## config.mk

```make
export PLATFORM = sky130hd
export DESIGN_NAME = tdc_chan_teardown
export DESIGN_NICKNAME = d
export VERILOG_FILES = /design/src/rtl/tdc_pkg.sv /design/src/rtl/tdc_cfg_reg.sv /design/src/rtl/tdc_seq.sv /design/src/rtl/tdc_desc_fmt.sv /design/src/rtl/tdc_chan_teardown.sv
export SDC_FILE = /design/constraint.sdc
export NUM_CORES = 1
export LEC_CHECK = 0
export ABC_AREA = 0
export BUFFER_PORTS_ARGS = -buffer_cell sky130_fd_sc_hd__buf_2
export CAP_MARGIN = 20
export CORE_MARGIN = 1
export CORE_UTILIZATION = 43
export CTS_BUF_LIST = sky130_fd_sc_hd__clkbuf_16
export DETAILED_ROUTE_END_ITERATION = 8
export HOLD_SLACK_MARGIN = 0.05
export PLACE_DENSITY_LB_ADDON = 0.1
export SYNTH_ARGS = -nofsm -noshare
export SYNTH_HDL_FRONTEND = slang
export SYNTH_SLANG_ARGS = --single-unit
```

## constraint.sdc

```tcl
create_clock -name clk -period 6.19 [get_ports clk]
set_input_delay 0.619 -clock clk [delete_from_list [all_inputs] [get_ports clk]]
set_output_delay 0.619 -clock clk [all_outputs]
set_load 0.03 [all_outputs]
```

## src/rtl/tdc_pkg.sv

```systemverilog
package tdc_pkg;

   typedef enum logic [2:0] {
      S_IDLE,
      S_ACTIVE,
      S_TD_PEND,
      S_WR_DESC,
      S_PUSH_Q,
      S_TORN
   } tdc_state_e;

   localparam int unsigned TDC_WORD_W   = 32;
   localparam int unsigned TDC_ID_W     = 6;
   localparam logic [4:0]  TDC_REC_TYPE = 5'd19;

   function automatic logic [TDC_WORD_W-1:0] tdc_head_word(
      input logic                rx,
      input logic [TDC_ID_W-1:0] dma_id,
      input logic [TDC_ID_W-1:0] ch_id);
      logic [TDC_WORD_W-1:0] w;
      w        = '0;
      w[31:27] = TDC_REC_TYPE;
      w[16]    = rx;
      w[15:10] = dma_id;
      w[5:0]   = ch_id;
      return w;
   endfunction

endpackage

```

## src/rtl/tdc_cfg_reg.sv

```systemverilog
module tdc_cfg_reg (
   input  logic clk,
   input  logic rst_n,
   input  logic we,
   input  logic en_wr,
   input  logic td_wr,
   output logic en_q,
   output logic td_q
);
   always_ff @(posedge clk or negedge rst_n) begin
      if (!rst_n) begin
         en_q <= 1'b0;
         td_q <= 1'b0;
      end else if (we) begin
         en_q <= en_wr;
         td_q <= td_wr;
      end
   end
endmodule

```

## src/rtl/tdc_seq.sv

```systemverilog
module tdc_seq
   import tdc_pkg::*;
#(
   parameter int unsigned WORDS = 8,
   localparam int unsigned IDX_W = (WORDS > 1) ? $clog2(WORDS) : 1
) (
   input  logic             clk,
   input  logic             rst_n,
   input  logic             cfg_en,
   input  logic             cfg_td,
   input  logic             chan_idle,
   input  logic             ep_req,
   input  logic             mw_ready,
   input  logic             cq_ready,
   output tdc_state_e       state,
   output logic [IDX_W-1:0] idx
);
   localparam logic [IDX_W-1:0] LAST = IDX_W'(WORDS - 1);

   logic ep_seen;
   logic go;

   assign go = (state == S_TD_PEND) && chan_idle && (ep_seen || ep_req);

   always_ff @(posedge clk or negedge rst_n) begin
      if (!rst_n) begin
         ep_seen <= 1'b0;
      end else begin
         ep_seen <= (state == S_TD_PEND) && !go && (ep_seen || ep_req);
      end
   end

   always_ff @(posedge clk or negedge rst_n) begin
      if (!rst_n) begin
         state <= S_IDLE;
         idx   <= '0;
      end else begin
         case (state)
            S_IDLE: begin
               if (cfg_td)      state <= S_TD_PEND;
               else if (cfg_en) state <= S_ACTIVE;
            end
            S_ACTIVE: begin
               if (cfg_td)       state <= S_TD_PEND;
               else if (!cfg_en) state <= S_IDLE;
            end
            S_TD_PEND: begin
               if (go) begin
                  state <= S_WR_DESC;
                  idx   <= '0;
               end
            end
            S_WR_DESC: begin
               if (mw_ready) begin
                  if (idx == LAST) state <= S_PUSH_Q;
                  else             idx   <= idx + 1'b1;
               end
            end
            S_PUSH_Q: begin
               if (cq_ready) state <= S_TORN;
            end
            S_TORN: begin
               if (!cfg_en && !cfg_td) state <= S_IDLE;
            end
            default: state <= S_IDLE;
         endcase
      end
   end
endmodule

```

## src/rtl/tdc_desc_fmt.sv

```systemverilog
module tdc_desc_fmt
   import tdc_pkg::*;
#(
   parameter int unsigned ADDR_W = 32,
   parameter int unsigned WORDS  = 8,
   parameter int unsigned DMA_ID = 0,
   parameter int unsigned CH_ID  = 0,
   parameter bit          IS_RX  = 1'b0,
   localparam int unsigned IDX_W = (WORDS > 1) ? $clog2(WORDS) : 1,
   localparam int unsigned BYTE_SH = $clog2(TDC_WORD_W / 8)
) (
   input  tdc_state_e              state,
   input  logic [IDX_W-1:0]        idx,
   input  logic [ADDR_W-1:0]       base,
   output logic                    mw_valid,
   output logic [ADDR_W-1:0]       mw_addr,
   output logic [TDC_WORD_W-1:0]   mw_data,
   output logic                    cq_valid,
   output logic [ADDR_W-1:0]       cq_addr
);
   localparam logic [TDC_WORD_W-1:0] HEAD =
      tdc_head_word(IS_RX, TDC_ID_W'(DMA_ID), TDC_ID_W'(CH_ID));

   logic [TDC_WORD_W-1:0] words [WORDS];

   for (genvar i = 0; i < WORDS; i++) begin : g_word
      if (i == 0) begin : g_head
         assign words[i] = HEAD;
      end else begin : g_rsvd
         assign words[i] = '0;
      end
   end

   logic [IDX_W+BYTE_SH-1:0] offs;
   assign offs = {idx, {BYTE_SH{1'b0}}};

   assign mw_valid = (state == S_WR_DESC);
   assign mw_addr  = base + ADDR_W'(offs);
   assign mw_data  = words[idx];
   assign cq_valid = (state == S_PUSH_Q);
   assign cq_addr  = base;
endmodule

```

## src/rtl/tdc_chan_teardown.sv

```systemverilog
module tdc_chan_teardown
   import tdc_pkg::*;
#(
   parameter int unsigned ADDR_W = 32,
   parameter int unsigned WORDS  = 8,
   parameter int unsigned DMA_ID = 0,
   parameter int unsigned CH_ID  = 0,
   parameter bit          IS_RX  = 1'b0
) (
   input  logic              clk,
   input  logic              rst_n,
   input  logic              cfg_we,
   input  logic              cfg_en_wr,
   input  logic              cfg_td_wr,
   output logic              cfg_en_q,
   output logic              cfg_td_q,
   output logic              torn_down,
   output logic              chan_run,
   input  logic              chan_idle,
   input  logic              ep_td_req,
   input  logic [ADDR_W-1:0] desc_base,
   output logic              mw_valid,
   output logic [ADDR_W-1:0] mw_addr,
   output logic [31:0]       mw_data,
   input  logic              mw_ready,
   output logic              cq_valid,
   output logic [ADDR_W-1:0] cq_addr,
   input  logic              cq_ready
);
   localparam int unsigned IDX_W = (WORDS > 1) ? $clog2(WORDS) : 1;

   if (WORDS != 8) begin : g_bad_words
      $error("record length must be eight words");
   end
   if (DMA_ID >= (1 << TDC_ID_W)) begin : g_bad_dma
      $error("DMA_ID does not fit its field");
   end
   if (CH_ID >= (1 << TDC_ID_W)) begin : g_bad_ch
      $error("CH_ID does not fit its field");
   end
   if (ADDR_W < IDX_W + 2) begin : g_bad_aw
      $error("ADDR_W too narrow for record offsets");
   end

   tdc_state_e       state;
   logic [IDX_W-1:0] idx;

   tdc_cfg_reg u_cfg (
      .clk   (clk),
      .rst_n (rst_n),
      .we    (cfg_we),
      .en_wr (cfg_en_wr),
      .td_wr (cfg_td_wr),
      .en_q  (cfg_en_q),
      .td_q  (cfg_td_q)
   );

   tdc_seq #(.WORDS(WORDS)) u_seq (
      .clk       (clk),
      .rst_n     (rst_n),
      .cfg_en    (cfg_en_q),
      .cfg_td    (cfg_td_q),
      .chan_idle (chan_idle),
      .ep_req    (ep_td_req),
      .mw_ready  (mw_ready),
      .cq_ready  (cq_ready),
      .state     (state),
      .idx       (idx)
   );

   tdc_desc_fmt #(
      .ADDR_W (ADDR_W),
      .WORDS  (WORDS),
      .DMA_ID (DMA_ID),
      .CH_ID  (CH_ID),
      .IS_RX  (IS_RX)
   ) u_fmt (
      .state    (state),
      .idx      (idx),
      .base     (desc_base),
      .mw_valid (mw_valid),
      .mw_addr  (mw_addr),
      .mw_data  (mw_data),
      .cq_valid (cq_valid),
      .cq_addr  (cq_addr)
   );

   assign chan_run  = (state == S_ACTIVE);
   assign torn_down = (state == S_TORN);
endmodule

```

; ---- After elaboration in Yosys (flattened, before gate mapping)
; Memory sizes are Yosys's and may differ from the RTL's.
; Index checks and enable logic that the tools add are counted.
[word_totals]
word_cells = 53
memories = 1
regBits = 9
rom_bits = 256
[classes]
muxes = 16
n_reduce_logical = 13
bitwise_logic = 1
eq_ne = 14
magnitude_cmp = 1
add_sub_neg = 2
[mem_list]
columns = name, depth, width, read_ports, rd_ports_with_merged_regs, write_ports, line_no
row1 = (no name shown), 8, 32, 1, 0, 0, tdc_desc_fmt.sv:39  ; assign mw_data = words[idx];
[op_table]
columns = operator, count
row1 = 2-to-1 mux 32 bit, 2
row2 = 2-to-1 mux 3 bit, 12
row3 = adder 32 x 5 -> 32 bit, 1
row4 = case mux 3 bit (6 select lines), 1
row5 = inequality test 2 x 1 -> 1 bit (second input constant), 5
row6 = equality test 3 bit (second input constant), 3
row7 = AND reduction 7 bit, 1
row8 = equality test 3 x 2 -> 1 bit (second input constant), 2
row9 = inequality test 3 bit (second input constant), 2
row10 = case mux 3 bit (2 select lines), 1
row11 = logical AND 1 bit, 5
row12 = >= comparator 4 bit (second input constant), 1
row13 = NOT 3 -> 4 bit, 1
row14 = AND reduction 4 bit, 1
row15 = adder 3 x 1 -> 3 bit (second input constant), 1
row16 = equality test 3 x 1 -> 1 bit (second input constant), 1
row17 = zero test 1 bit, 3
row18 = zero test 3 bit, 1
row19 = inequality test 2 bit (second input constant), 1
row20 = nonzero test 2 bit, 1
row21 = logical OR 1 bit, 1

; ---- Logic depth before layout (Yosys ltp)
[logic_depth]
ltp_word = 6
mapped_depth = 7

; ---- By module
; From an unflattened synthesis, not the netlist that was laid out.
[hier_totals]
hier_cells = 210
hier_area_um2 = 1702.9
[by_module_without_submodules]
columns = module, area_per_inst_um2, cells_each, instances
row1 = tdc_desc_fmt, 1179.9, 162, 1
row2 = tdc_seq, 429.2, 42, 1
row3 = tdc_cfg_reg, 72.6, 4, 1
row4 = tdc_chan_teardown, 21.3, 2, 1

; ---- Worst setup path before layout
; Ideal clock, no wire load.
[synth_path]
kind = input -> output
from = input desc_base[2]
to = output mw_addr[18]
required_ns = 5.571
arrival_ns = 2.615
cell_stages = 7
setup_slack_ns = 2.956
cell_sequence = ha_1 inv_1 fa_1 nand2b_2 a2111oi_4 nand4_1 xnor2_1
[synth_between]
elab_chain_len = 1
[synth_rtl]
columns = item, line_no
row1 = "start, declared", tdc_chan_teardown.sv:21  ; input logic [ADDR_W-1:0] desc_base,
row2 = adder 32 x 5 -> 32 bit, tdc_desc_fmt.sv:38  ; assign mw_addr = base + ADDR_W'(offs);
row3 = "end, declared", tdc_chan_teardown.sv:23  ; output logic [ADDR_W-1:0] mw_addr,
; No other way between the ends.

; ---- Worst setup path after layout
[layout_path]
from = input desc_base[2]
to = output mw_addr[28]
; The elaborated chain is that of the path after synthesis.

==> flow_summary.ini <==
[logic_synthesis]
ys_seq_elements = 9
seq_area_frac_synth_pct = 13.1
yosysTopAreaCell = buf_4
synth_area_per_cell_sq_um = 8.08
yosys-top-cells-area = buf_4, dfrtp_1, xnor2_1
synth_cell_type_count = 40
synth_top_cell_area_share_pct = 29.2
synth_edf_count = 0
yosys_warnings = 0
synth_cells = 213
synthesis.area_sq_um = 1720
synth-async-reset-ratio_pct = 100
ys.flop_type = dfrtp_1

[setup_path]
critical_path_arrival_ns = 2.71
path_depth = 9
cp_top_family = compound AO/OA/AOI/OAI gates
cp-start-kind = primary input
endpoint_kind = output port
path_max_fanout = 8
max_stage_delay_ns = 0.60
cp_common_cell = buf_2
r2r_slack_ns = 4.60
cp-startpoint = desc_base[2]
r2r_cells = 4
worstReg2RegStart = u_seq.state[2]
reg2reg_to = u_seq.state[0]
path_class = primary input to output port
crit_buf_inv = 3
crit_path_top_delay_cell = a2111oi_4
crit_required_ns = 5.57
worstSetupEndpoint = mw_addr[28]
crit_chain = buf_2 > ha_1 > inv_1 > fa_1 > nand2b_2 > a2111oi_4 > nand4_1 > xnor2_1 > buf_2

[final_layout]
nets = 331
final_cell_count_no_fill = 330
diodes = 0
syn2layout_area_growth_pct = 15.3
drive_gt1_share_pct = 44.3

[floorplanning]
rows = 22
ios = 143
core_sq_um = 3740
die_x_microns = 65.3
dieArea_sq_um = 4260
dieHeight_microns = 65.3
initial_core_util_pct = 46.0

[route]
drt_iter0_drc = 31
viasPerCell = 4.63
wl_per_cell_microns = 10.6
firstDrtPassIters = 4
drc_errors = 0
wirelength_mm = 3.49
ant_nets = 0
num_vias = 1527

[flow_run]
drv_cap = 0

[clock_network]
cts_buffer_depth = 2
postCtsHoldBufs = 0
ctsResizeCount = 0
numCtsBuffers = 3
tritoncts = built
clk_latency_ns = 0.23
clockRootBuffer = clkbuf_16
htree_levels = 1
numClockSinks = 9
cts_setup_buffers = 0
path_clk_slew_ns = 0.04

[timing]
worst_pin_slew_ns = 0.766
final_max_slew_viol_count = 0
period_minus_slack_ns = 3.33
fin_crit_sh_pct = 53.7
fin_setup_tns_ns = 0
rsz0062_at_grt = false
whs_ns = 0.233
max_freq_mhz = 301
fin_skew_ns = 0.00303
setup_viol = 0
slew_headroom_pct = 48.9
finalHoldViolCount = 0

[power]
pwr-share-comb_pct = 62.0
finalPower_mw = 0.582
seqPwrFrac_pct = 18.5
p_clk_share_pct = 19.5
peakVddDrop_mv = 0.400
pwr_density_cell_nw_per_um2 = 293
switching_share_pct = 51.0
p_switching_mw = 0.297
p_int_mw = 0.285
cellLeakagePower_nw = 1.04

[global_routing]
grt_first_pass_wirelength_mm = 5.55
grt_pass1_vias = 1250
track_usage_pct = 16.3
antenna_found_initial = 0
grt_max_degree = 12
grt.overflow.total = 0

[worst_hold_path]
hold_path_class = primary input to async pin

[run_status]
status = finished clean

[placement]
placed_cells = 326
gp_congestion = 0.736
portBuffers = 107
place_hpwl_mm = 2.95
## worst min-delay path by stage
| stage | start | to | slack [ns] | cells past startpoint |
|---|---|---|---|---|
| after global routing | rst_n | u_seq.ep_seen | 0.25 | 1 |
| after global placement | rst_n | u_cfg.en_q | 0.49 | 1 |
| final | rst_n | u_cfg.en_q | 0.23 | 1 |
| after CTS | rst_n | u_cfg.en_q | 0.24 | 1 |
| after floorplan | rst_n | u_cfg.en_q | 0.32 | 0 |
| after detailed placement | rst_n | u_cfg.en_q | 0.49 | 1 |
## worst register-to-register path: stages (launching register included)
cell      delay (ns)
dfrtp_1         0.50
nor3b_1         0.40
a22oi_2         0.14
o211ai_2        0.12
mux2_4          0.32
## state kept, by name, summed over array words and instances, names as in the netlist
name           count
u_cfg.td_q         1
u_cfg.en_q         1
u_seq.idx          3
u_seq.ep_seen      1
u_seq.state        3
## placed cells by master, fill, tap and decap left out
| cell | Yosys | routed |
|---|---|---|
| mux2i_1 | 4 | 4 |
| mux2_2 | 3 | 3 |
| and3b_1 | 1 | 1 |
| clkbuf_16 | 0 | 3 |
| nand4_1 | 11 | 11 |
| a2111oi_4 | 1 | 1 |
| inv_1 | 13 | 13 |
| a211oi_2 | 1 | 1 |
| a22oi_2 | 1 | 1 |
| nor4_4 | 1 | 1 |
| nand2_1 | 14 | 14 |
| o211ai_2 | 1 | 1 |
| mux2_4 | 1 | 1 |
| nor2_1 | 9 | 9 |
| clkinv_2 | 0 | 1 |
| and3_1 | 4 | 4 |
| dfrtp_1 | 9 | 9 |
| nor2_2 | 1 | 1 |
| and4_1 | 2 | 2 |
| a21oi_1 | 2 | 2 |
| nand3b_1 | 1 | 1 |
| o2111ai_1 | 1 | 1 |
| xor2_1 | 4 | 4 |
| o22ai_1 | 1 | 1 |
| a211oi_1 | 1 | 1 |
| and2b_2 | 1 | 1 |
| fa_1 | 1 | 1 |
| nor3_1 | 1 | 1 |
| and2_1 | 1 | 1 |
| nand4_2 | 2 | 2 |
| nor4_1 | 1 | 1 |
| xnor2_1 | 24 | 24 |
| nor2b_1 | 2 | 2 |
| nor3b_1 | 4 | 4 |
| o21ai_0 | 2 | 2 |
| nand2b_2 | 1 | 1 |
| conb_1 | 1 | 29 |
| buf_2 | 2 | 107 |
| nand3_1 | 9 | 9 |
| ha_1 | 6 | 6 |
## power groups by stage
| stage | combinational, mW | sequential, mW | clock [mW] |
|---|---|---|---|
| after floorplan | 0.341 | 0.0877 | 0 |
| after global placement | 0.362 | 0.108 | 0 |
| after detailed placement | 0.362 | 0.109 | 0 |
| after CTS | 0.364 | 0.107 | 0.116 |
| after global routing | 0.390 | 0.114 | 0.120 |
| final | 0.360 | 0.108 | 0.114 |
## cells in the mapped netlist (6+ instances only)
cell	count
ha_1	6
buf_4	67
nand4_1	11
nand3_1	9
nor2_1	9
inv_1	13
dfrtp_1	9
xnor2_1	24
nand2_1	14
## through the flow
| stage | utilization (%) | setup slack (ns) | area, sq um |
|---|---|---|---|
| 4_1_cts | 53.0 | 2.86 | 1980 |
| 5_1_grt | 53.0 | 2.70 | 1980 |
| 3_5_place_dp | 50.9 | 2.87 | 1900 |
| 6_report | 53.0 | 2.86 | 1980 |
| 3_3_place_gp | 50.9 | 2.88 | 1900 |
| 2_1_floorplan | - | 2.96 | 1830 |
## logic make-up after synthesis
logic type	synth area share (%)
buffers and inverters	32.9
and+or+nand+nor	22.6
xor gates and xnor gates	14.2
AOI/OAI and AO/OA	6.25
DFF	13.1
muxes	5.16
adders and majority gates	5.52
other	0.218
## final cells by class
cell class | instances | area, sq um
multi-input cells | 149 | 1030
repair buffers | 107 | 536
clock buffers | 3 | 75.1
well taps | 48 | 60.1
inverters | 13 | 48.8
flip-flops and latches | 9 | 225
fillers | 387 | 1760
clock inverters | 1 | 5.00
## metal layers
metal	part of all wire [%]	GRT usage, %	up-vias
met4	0.55	3.26	0
met3	7.8	2.60	2
met5	0	0	-
li1	-	-	755
met2	50	29.6	82
met1	42	20.0	688
Power figures use the tool's default switching activity.
